**src/rtl/rld_timer_pkg.sv**
```systemverilog
package rld_timer_pkg;
  localparam int DATA_W   = 32;
  localparam int ADDR_W   = 4;
  localparam int PSC_LAST = 4;                    // highest internal divider code
  localparam int PRE_W    = 2 * (PSC_LAST + 1);   // holds 4^(PSC_LAST+1)-1

  typedef enum logic [1:0] {
    REG_CONST = 2'd0,
    REG_COUNT = 2'd1,
    REG_CTRL  = 2'd2,
    REG_CAPT  = 2'd3
  } regSel_e;

  typedef struct packed {
    logic ldConst;
    logic ldCount;
    logic ldCtrl;
    logic ldCapt;
    logic clrFlag;
    logic tick;
  } strobe_t;
endpackage

```
**src/rtl/rld_timer_ctl.sv**
```systemverilog
module rld_timer_ctl
  import rld_timer_pkg::*;
#(
  parameter bit CAPTURE_EN = 1'b1,
  parameter bit EXTCLK_EN  = 1'b0
) (
  input  logic              clk,
  input  logic              rstN,
  input  logic              runEn,
  input  logic              busWe,
  input  logic [ADDR_W-1:0] busAddr,
  input  logic [DATA_W-1:0] busWdata,
  output strobe_t           strb,
  output logic [2:0]        pscSel,
  output logic [1:0]        edgeSel,
  output logic              irqEn,
  output logic [1:0]        capEn,
  output logic              cfgErr
);

  regSel_e          sel;
  logic             wrCtrl;
  logic             pscOk, edgeOk, capOk, flagBad, resvBad, capWrBad;
  logic             internalClk;
  logic [PRE_W-1:0] preCnt;
  logic [PRE_W-1:0] preLim;
  logic             tick;

  function automatic logic [PRE_W-1:0] limitFor(input logic [2:0] code);
    int lim;
    lim = (4 << (2 * int'(code))) - 1;
    return lim[PRE_W-1:0];
  endfunction

  assign sel    = regSel_e'(busAddr[3:2]);
  assign wrCtrl = busWe && (sel == REG_CTRL);

  // legality of each control field in the incoming word
  assign pscOk    = (busWdata[2:0] <= 3'(PSC_LAST)) ||
                    (EXTCLK_EN && (busWdata[2:0] >= 3'd6));
  assign edgeOk   = (busWdata[4:3] == 2'd0) || EXTCLK_EN;
  assign capOk    = (busWdata[7:6] == 2'd0) ||
                    (CAPTURE_EN && (busWdata[7:6] >= 2'd2));
  assign flagBad  = busWdata[9] && !CAPTURE_EN;
  assign resvBad  = |busWdata[DATA_W-1:10];
  assign capWrBad = busWe && (sel == REG_CAPT) && !CAPTURE_EN;

  // prescaler: only the internal divider codes produce ticks
  assign internalClk = (pscSel <= 3'(PSC_LAST));
  assign preLim      = limitFor(pscSel);
  assign tick        = runEn && internalClk && !wrCtrl && (preCnt == preLim);

  always_ff @(posedge clk or negedge rstN) begin
    if (!rstN) begin
      preCnt <= '0;
    end else if (wrCtrl) begin
      preCnt <= '0;
    end else if (runEn && internalClk) begin
      preCnt <= tick ? '0 : preCnt + 1'b1;
    end
  end

  always_ff @(posedge clk or negedge rstN) begin
    if (!rstN) begin
      pscSel  <= '0;
      edgeSel <= '0;
      irqEn   <= 1'b0;
      capEn   <= '0;
    end else if (wrCtrl) begin
      if (pscOk)  pscSel  <= busWdata[2:0];
      if (edgeOk) edgeSel <= busWdata[4:3];
      if (capOk)  capEn   <= busWdata[7:6];
      irqEn <= busWdata[5];
    end
  end

  always_ff @(posedge clk or negedge rstN) begin
    if (!rstN) begin
      cfgErr <= 1'b0;
    end else if (capWrBad ||
                 (wrCtrl && (!pscOk || !edgeOk || !capOk || flagBad || resvBad))) begin
      cfgErr <= 1'b1;
    end
  end

  always_comb begin
    strb         = '0;
    strb.ldConst = busWe && (sel == REG_CONST);
    strb.ldCount = busWe && (sel == REG_COUNT);
    strb.ldCtrl  = wrCtrl;
    strb.ldCapt  = busWe && (sel == REG_CAPT) && CAPTURE_EN;
    strb.clrFlag = wrCtrl && !busWdata[8];
    strb.tick    = tick;
  end

endmodule

```
**src/rtl/rld_timer_dp.sv**
```systemverilog
module rld_timer_dp
  import rld_timer_pkg::*;
#(
  parameter bit CAPTURE_EN = 1'b1
) (
  input  logic              clk,
  input  logic              rstN,
  input  strobe_t           strb,
  input  logic [DATA_W-1:0] busWdata,
  output logic [DATA_W-1:0] constVal,
  output logic [DATA_W-1:0] cntVal,
  output logic [DATA_W-1:0] captVal,
  output logic              uflag
);

  logic atZero;
  assign atZero = (cntVal == '0);

  always_ff @(posedge clk or negedge rstN) begin
    if (!rstN) begin
      constVal <= '1;
    end else if (strb.ldConst) begin
      constVal <= busWdata;
    end
  end

  always_ff @(posedge clk or negedge rstN) begin
    if (!rstN) begin
      cntVal <= '1;
    end else if (strb.ldCount) begin
      cntVal <= busWdata;
    end else if (strb.tick) begin
      cntVal <= atZero ? constVal : cntVal - 1'b1;
    end
  end

  always_ff @(posedge clk or negedge rstN) begin
    if (!rstN) begin
      uflag <= 1'b0;
    end else if (strb.tick && atZero && !strb.ldCount) begin
      uflag <= 1'b1;
    end else if (strb.clrFlag) begin
      uflag <= 1'b0;
    end
  end

  generate
    if (CAPTURE_EN) begin : g_capt
      always_ff @(posedge clk or negedge rstN) begin
        if (!rstN) begin
          captVal <= '0;
        end else if (strb.ldCapt) begin
          captVal <= busWdata;
        end
      end
    end else begin : g_noCapt
      assign captVal = '0;
    end
  endgenerate

endmodule

```
**src/rtl/rld_timer_chan.sv**
```systemverilog
module rld_timer_chan
  import rld_timer_pkg::*;
#(
  parameter bit CAPTURE_EN = 1'b1,
  parameter bit EXTCLK_EN  = 1'b0
) (
  input  logic              clk,
  input  logic              rstN,
  input  logic              runEn,
  input  logic [ADDR_W-1:0] busAddr,
  input  logic              busWe,
  input  logic [DATA_W-1:0] busWdata,
  output logic [DATA_W-1:0] busRdata,
  output logic              irqOut,
  output logic              cfgErr
);

  strobe_t           strb;
  logic [2:0]        pscSel;
  logic [1:0]        edgeSel;
  logic              irqEn;
  logic [1:0]        capEn;
  logic [DATA_W-1:0] constVal, cntVal, captVal;
  logic              uflag;

  rld_timer_ctl #(
    .CAPTURE_EN(CAPTURE_EN),
    .EXTCLK_EN (EXTCLK_EN)
  ) ctl_i (
    .clk     (clk),
    .rstN    (rstN),
    .runEn   (runEn),
    .busWe   (busWe),
    .busAddr (busAddr),
    .busWdata(busWdata),
    .strb    (strb),
    .pscSel  (pscSel),
    .edgeSel (edgeSel),
    .irqEn   (irqEn),
    .capEn   (capEn),
    .cfgErr  (cfgErr)
  );

  rld_timer_dp #(
    .CAPTURE_EN(CAPTURE_EN)
  ) dp_i (
    .clk     (clk),
    .rstN    (rstN),
    .strb    (strb),
    .busWdata(busWdata),
    .constVal(constVal),
    .cntVal  (cntVal),
    .captVal (captVal),
    .uflag   (uflag)
  );

  always_comb begin
    unique case (regSel_e'(busAddr[3:2]))
      REG_CONST: busRdata = constVal;
      REG_COUNT: busRdata = cntVal;
      REG_CTRL:  busRdata = {{(DATA_W-9){1'b0}}, uflag, capEn, irqEn, edgeSel, pscSel};
      default:   busRdata = captVal;
    endcase
  end

  assign irqOut = uflag && irqEn;

endmodule

```
**config.mk**
```make
export PLATFORM = sky130hd
export DESIGN_NAME = rld_timer_chan
export DESIGN_NICKNAME = d
export VERILOG_FILES = /design/src/rtl/rld_timer_pkg.sv /design/src/rtl/rld_timer_ctl.sv /design/src/rtl/rld_timer_dp.sv /design/src/rtl/rld_timer_chan.sv
export SDC_FILE = /design/constraint.sdc
export NUM_CORES = 1
export LEC_CHECK = 0
export CELL_PAD_IN_SITES_DETAIL_PLACEMENT = 1
export CELL_PAD_IN_SITES_GLOBAL_PLACEMENT = 1
export CORE_AREA = 3 3 136 138
export CTS_BUF_LIST = sky130_fd_sc_hd__clkbuf_8
export DETAILED_ROUTE_END_ITERATION = 6
export DIE_AREA = 0 0 139 141
export GPL_TIMING_DRIVEN = 0
export MAX_ROUTING_LAYER = met4
export PLACE_DENSITY = 0.82
export SETUP_SLACK_MARGIN = 0.15
export SLEW_MARGIN = 25
export SYNTH_ARGS = -nofsm -noshare
export SYNTH_HDL_FRONTEND = slang
export SYNTH_SLANG_ARGS = --single-unit
```
**constraint.sdc**
```tcl
create_clock -name clk -period 5.1 [get_ports clk]
set_clock_uncertainty 0.05 [all_clocks]
set_input_delay 1.02 -clock clk [delete_from_list [all_inputs] [get_ports clk]]
set_output_delay 1.02 -clock clk [all_outputs]
set_load 0.01 [all_outputs]
```
## Word-level counts from Yosys, hierarchy flattened

Cells that the tools add are included.

| storage, ports and cells | value |
|---|---|
| output and inout port bits | 34 |
| flip-flop bits (word level) | 116 |
| bits of input ports | 40 |

| operators by class | value |
|---|---|
| equality and inequality tests | 4 |
| $lt $le $gt $ge | 3 |
| reductions and logical operators | 33 |
| add/sub/neg operators | 3 |
| multiplexer cells | 9 |
| shift operators | 1 |

Operator list:

| cell | count |
|---|---|
| 2-to-1 mux 32 bit | 3 |
| one-hot mux 32 bit (3 select lines) | 1 |
| zero test 32 bit | 1 |
| subtractor 32 x 1 -> 32 bit (second input constant) | 1 |
| 2-to-1 mux 10 bit | 3 |
| OR reduction 22 bit | 1 |
| logical AND 1 bit | 12 |
| adder 10 x 1 -> 10 bit (second input constant) | 1 |
| equality test 10 bit | 1 |
| left shift 3 x 4 -> 10 bit (first input constant) | 1 |
| subtractor 10 x 2 -> 10 bit (second input constant) | 1 |
| <= comparator 3 bit (second input constant) | 2 |
| zero test 1 bit | 6 |
| zero test 2 bit | 3 |
| AND reduction 2 bit | 3 |
| nonzero test 2 bit | 3 |
| equality test 2 bit (second input constant) | 2 |
| logical OR 1 bit | 4 |
| equality test 2 x 1 -> 1 bit (second input constant) | 1 |
| >= comparator 2 bit (second input constant) | 1 |
| 2-to-1 mux 1 bit | 2 |

## Depth between registers and ports, before layout

| depth | value |
|---|---|
| word-level depth | 8 |
| gate-level depth with buffers | 9 |
| gate-level depth less buffers | 8 |

## Modules after synthesis

A second synthesis with hierarchy kept.

| unflattened totals | value |
|---|---|
| cell total of the unflattened synthesis | 655 |
| area, all modules | 7046.8 µm² |

Modules (own cells, without submodules):

| module | cells an instance | instances | area an instance (µm²) |
|---|---|---|---|
| rld_timer_dp | 447 | 1 | 4977.3 |
| rld_timer_ctl | 140 | 1 | 1321.3 |
| rld_timer_chan | 68 | 1 | 748.2 |

## Worst setup path after synthesis

Ideal clock, no wire load.

| timing path | value |
|---|---|
| kind | input-to-output |
| from | in busAddr[2] |
| to | out busRdata[10] |
| stages on the path | 5 |
| buffers on the path | 3 |
| slack | 1.280 ns |
| data arrival time | 2.750 ns |
| data required time | 4.030 ns |
| path through | clkbuf_1 > clkbuf_1 > buf_1 > mux2i_1 > o21ai_0 |

| between the ends | value |
|---|---|
| word-level cells in the longest chain between the ends | 2 |
| elaborated cells on any way between the ends | 4 |
| those cells by class | 2 x eq/ne; 1 x mux; 1 x reduce/logical |

RTL lines:

| what | RTL line | RTL |
|---|---|---|
| start: declaration | rld_timer_chan.sv:10 | `input logic [ADDR_W-1:0] busAddr,` |
| equality test 2 bit (tied with other cells) | rld_timer_chan.sv:58 | `unique case (regSel_e'(busAddr[3:2]))` |
| one-hot mux 32 bit (3 select lines) (*) | rld_timer_chan.sv:58 |  |
| end: declaration | rld_timer_chan.sv:13 | `output logic [DATA_W-1:0] busRdata,` |

Mark *: on every way between the ends. The rest lies on a longest branch, timed or not.

## Final worst setup path

| timing path | value |
|---|---|
| from | in busAddr[2] |
| to | out busRdata[6] |

Same word-level chain as after synthesis.

==> impl_results.md <==
- Max Slew Vio Count: 0
- Share of cells above drive strength 1: 0.2620
- Port Buf Inserts: 71
- CTS tree: done
- First-pass GRT wire length: 38380 µm
- DP Area: 7770 µm²
- Sequential area share after synthesis: 0.4430
- CP max stage cell: clkdlybuf4s15_2
- GRT Residual Overflow: 0
- Post-Syn Area: 6733 µm²
- Top-area cell type share of the netlist area: 0.2498
- Critical-path cell list: clkdlybuf4s50_1, clkbuf_2, clkbuf_4, clkdlybuf4s15_2, mux4_2, clkdlybuf4s50_1
- Die Y: 141 µm
- P_leak: 0.003121 µW
- Achievable Freq: 0.2127 GHz
- Post-route cell area: 8122 µm²
- Crit-path most repeated cell: clkdlybuf4s50_1
- Ys async rst share: 1.000
- Vias in the first global route: 6520
- CTS Hold Buffers Added: 0
- Die W: 139 µm
- Syn Inst Count: 666
- Fin nets: 801
- DPL Wire Length: 17100 µm
- Power density over cell area: 324.9 nW/µm²
- Maxcap violations: 0
- Final cell utilization of the core: 0.4695
- Tcrit/Tclk final: 0.9219
- Avg Cell Area, Syn: 10.11 µm²
- Final Hold Viols: 0
- Critical Path Source Type: input pin
- Count of final setup violators: 0
- DR vias/cell: 6.135
- Slowest Stage Delay on Critical Path: 0.52 ns
- Seq cells post-synth: 116
- Ys flop type: dfstp_2
- Synth cell types: 71
- Worst-case vdd ir drop: 0.0001595 V
- Drt wl/cell: 24.03 µm
- Tmin final: 4.702 ns
- CP required: 4.03 ns
- DR DRC count: 0
- Initial antenna violation count: 0
- Post-Route WL: 23930 µm
- Total core area: 17300 µm²
- Clk Latency, worst-skew pair: 0.45 ns
- # rows: 48
- Post-synth EDFFs: 0
- RSZ-0062 raised after global routing: no
- GPL Wtd Cong: 0.9529
- Total CTS buffers: 17
- Overall Global Routing Usage: 0.2597
- Syn_nets: 709
- Slew @ Worst Pin: 0.9135 ns
- Setup TNS: 0 ns
- Leading area contributor after synthesis: dfstp_2
- Reg clk slew, reported paths: 0.08 ns
- H-tree level count: 4
- 1st-iter DRT viols: 574
- Root buffer cell: clkbuf_8
- Area growth syn-to-layout: 20.63%
- Maximum clock path buffer count: 2
- Initial DRT Pass Iterations: 5
- Crit Path Max Fanout: 10
- Die ar.: 19600 µm²
- # clock sinks: 116
- Top cells by count, synth: 65 x mux2_2, 65 x nand2_1, 64 x dfstp_2
- Via count: 6110
- Kind of critical path: input pin to output port
- Synth warnings: 0
- ANT cells: 0
- Postcts setup bufs: 0
- Post-route ant nets: 0
- Max-Slew Margin vs Limit: 0.3910
- Largest net degree at the start of global routing: 68
- # IOs: 74
- Hold Path Class: flip-flop to flip-flop
- Arrival time worst endpoint: 3.63 ns
- Initial core utilization: 0.3893
- Outcome: finished, final reports clean
- Top post-synthesis cells by area: dfstp_2 25%, dfrtp_1 19%, mux2_2 11%
- Crit path capture type: output port
[cells by family (layout without fill, tap and decap cells)]
group	count (synthesis)	after routing	synth area share
xor+xnor	3	3	0.003903
fa+ha+maj	3	3	0.005576
flops	116	116	0.4430
simple gates	229	229	0.1782
buf+inv	51	156	0.03197
compound gates	162	162	0.1569
mux	102	102	0.1804
[critical path, delay by kind of cell]
kind | cells | cell delay, ns
buffers and inverters | 5 | 2.17
muxes | 1 | 0.42
[power by group]
part,internal [µW],leakage (µW),switching (µW)
clock network,358,0.000199,384
logic,319,0.00161,295
registers,1140,0.00131,143
[final timing paths]
kind | cells after the start | start | slack, ns | endpoint
setup / recovery | 6 | busAddr[2] | 0.40 | busRdata[6]
hold / removal | 1 | ctl_i.cfgErr | 0.43 | ctl_i.cfgErr
setup reg to reg | 7 | ctl_i.pscSel[2] | 1.89 | dp_i.cntVal[11]
hold reg to reg | 1 | ctl_i.cfgErr | 0.43 | ctl_i.cfgErr
max in group asynchronous | 2 | rstN | 3.78 | dp_i.constVal[9]
min in group asynchronous | 1 | rstN | 0.46 | dp_i.captVal[31]
[flip-flops by register name (all words and copies together) (netlist names), 2 cells and up]
signal	flops
ctl_i.edgeSel	2
ctl_i.preCnt	10
ctl_i.pscSel	3
dp_i.constVal	32
dp_i.captVal	32
ctl_i.capEn	2
dp_i.cntVal	32
[per-stage QoR]
step	setup slack (ns)	hold WS [ns]	total power [µW]	cells
floorplan	1.280	0.3948	1613	666
global placement	-1.508	0.4024	1867	962
detailed placement	-0.6472	0.4087	1910	964
CTS	0.2213	0.4269	2656	996
global route	0.1862	0.4556	2781	996
finish	0.3981	0.4256	2639	996
[layout make-up]
cell class,count,area [µm²]
Multi-Input combinational cell,499,3546
Buffer,44,212.7
Timing Repair Buffer,73,744.5
Inverter,7,26.28
Clock buffer,20,275.3
Sequential cell,116,2983
Fill cell,1950,9175
Tap cell,225,281.5
Clock inverter,12,52.55
[repair_timing]
item / CTS / global route
resized for setup: 8 / 4
hold endpoints to repair: 0 / 0
endpoints found under the setup margin: 26 / 12
[cells in the final DEF, fill, tap and decap left out, types with 4 or more instances in the layout]
cell type,instances
o31ai_1,5
o22ai_1,4
and2_1,9
and4_1,4
a21o_1,4
nor4_1,14
clkbuf_8,20
clkbuf_1,27
o211ai_1,6
a2bb2oi_1,6
a21oi_1,25
and3_1,6
a211oi_1,14
or3_1,9
nand3_1,18
nand2_1,65
nor2_1,48
dfrtp_1,52
buf_2,5
mux2i_1,28
mux4_2,9
a22o_1,4
clkbuf_2,4
inv_1,13
o21ai_1,6
or4_1,7
o21ai_0,56
nand4_1,9
clkdlybuf4s50_1,70
clkinv_2,6
mux2_2,65
nor3_1,16
dfstp_2,64
[layer usage]
layer	up-vias	track usage	wire, µm
li1	2686	-	-
met1	3141	0.3268	10360
met2	222	0.4096	11320
met3	61	0.05495	1364
met4	0	0.1081	886
met5	-	-	0
(Power assumes the default switching activity.)
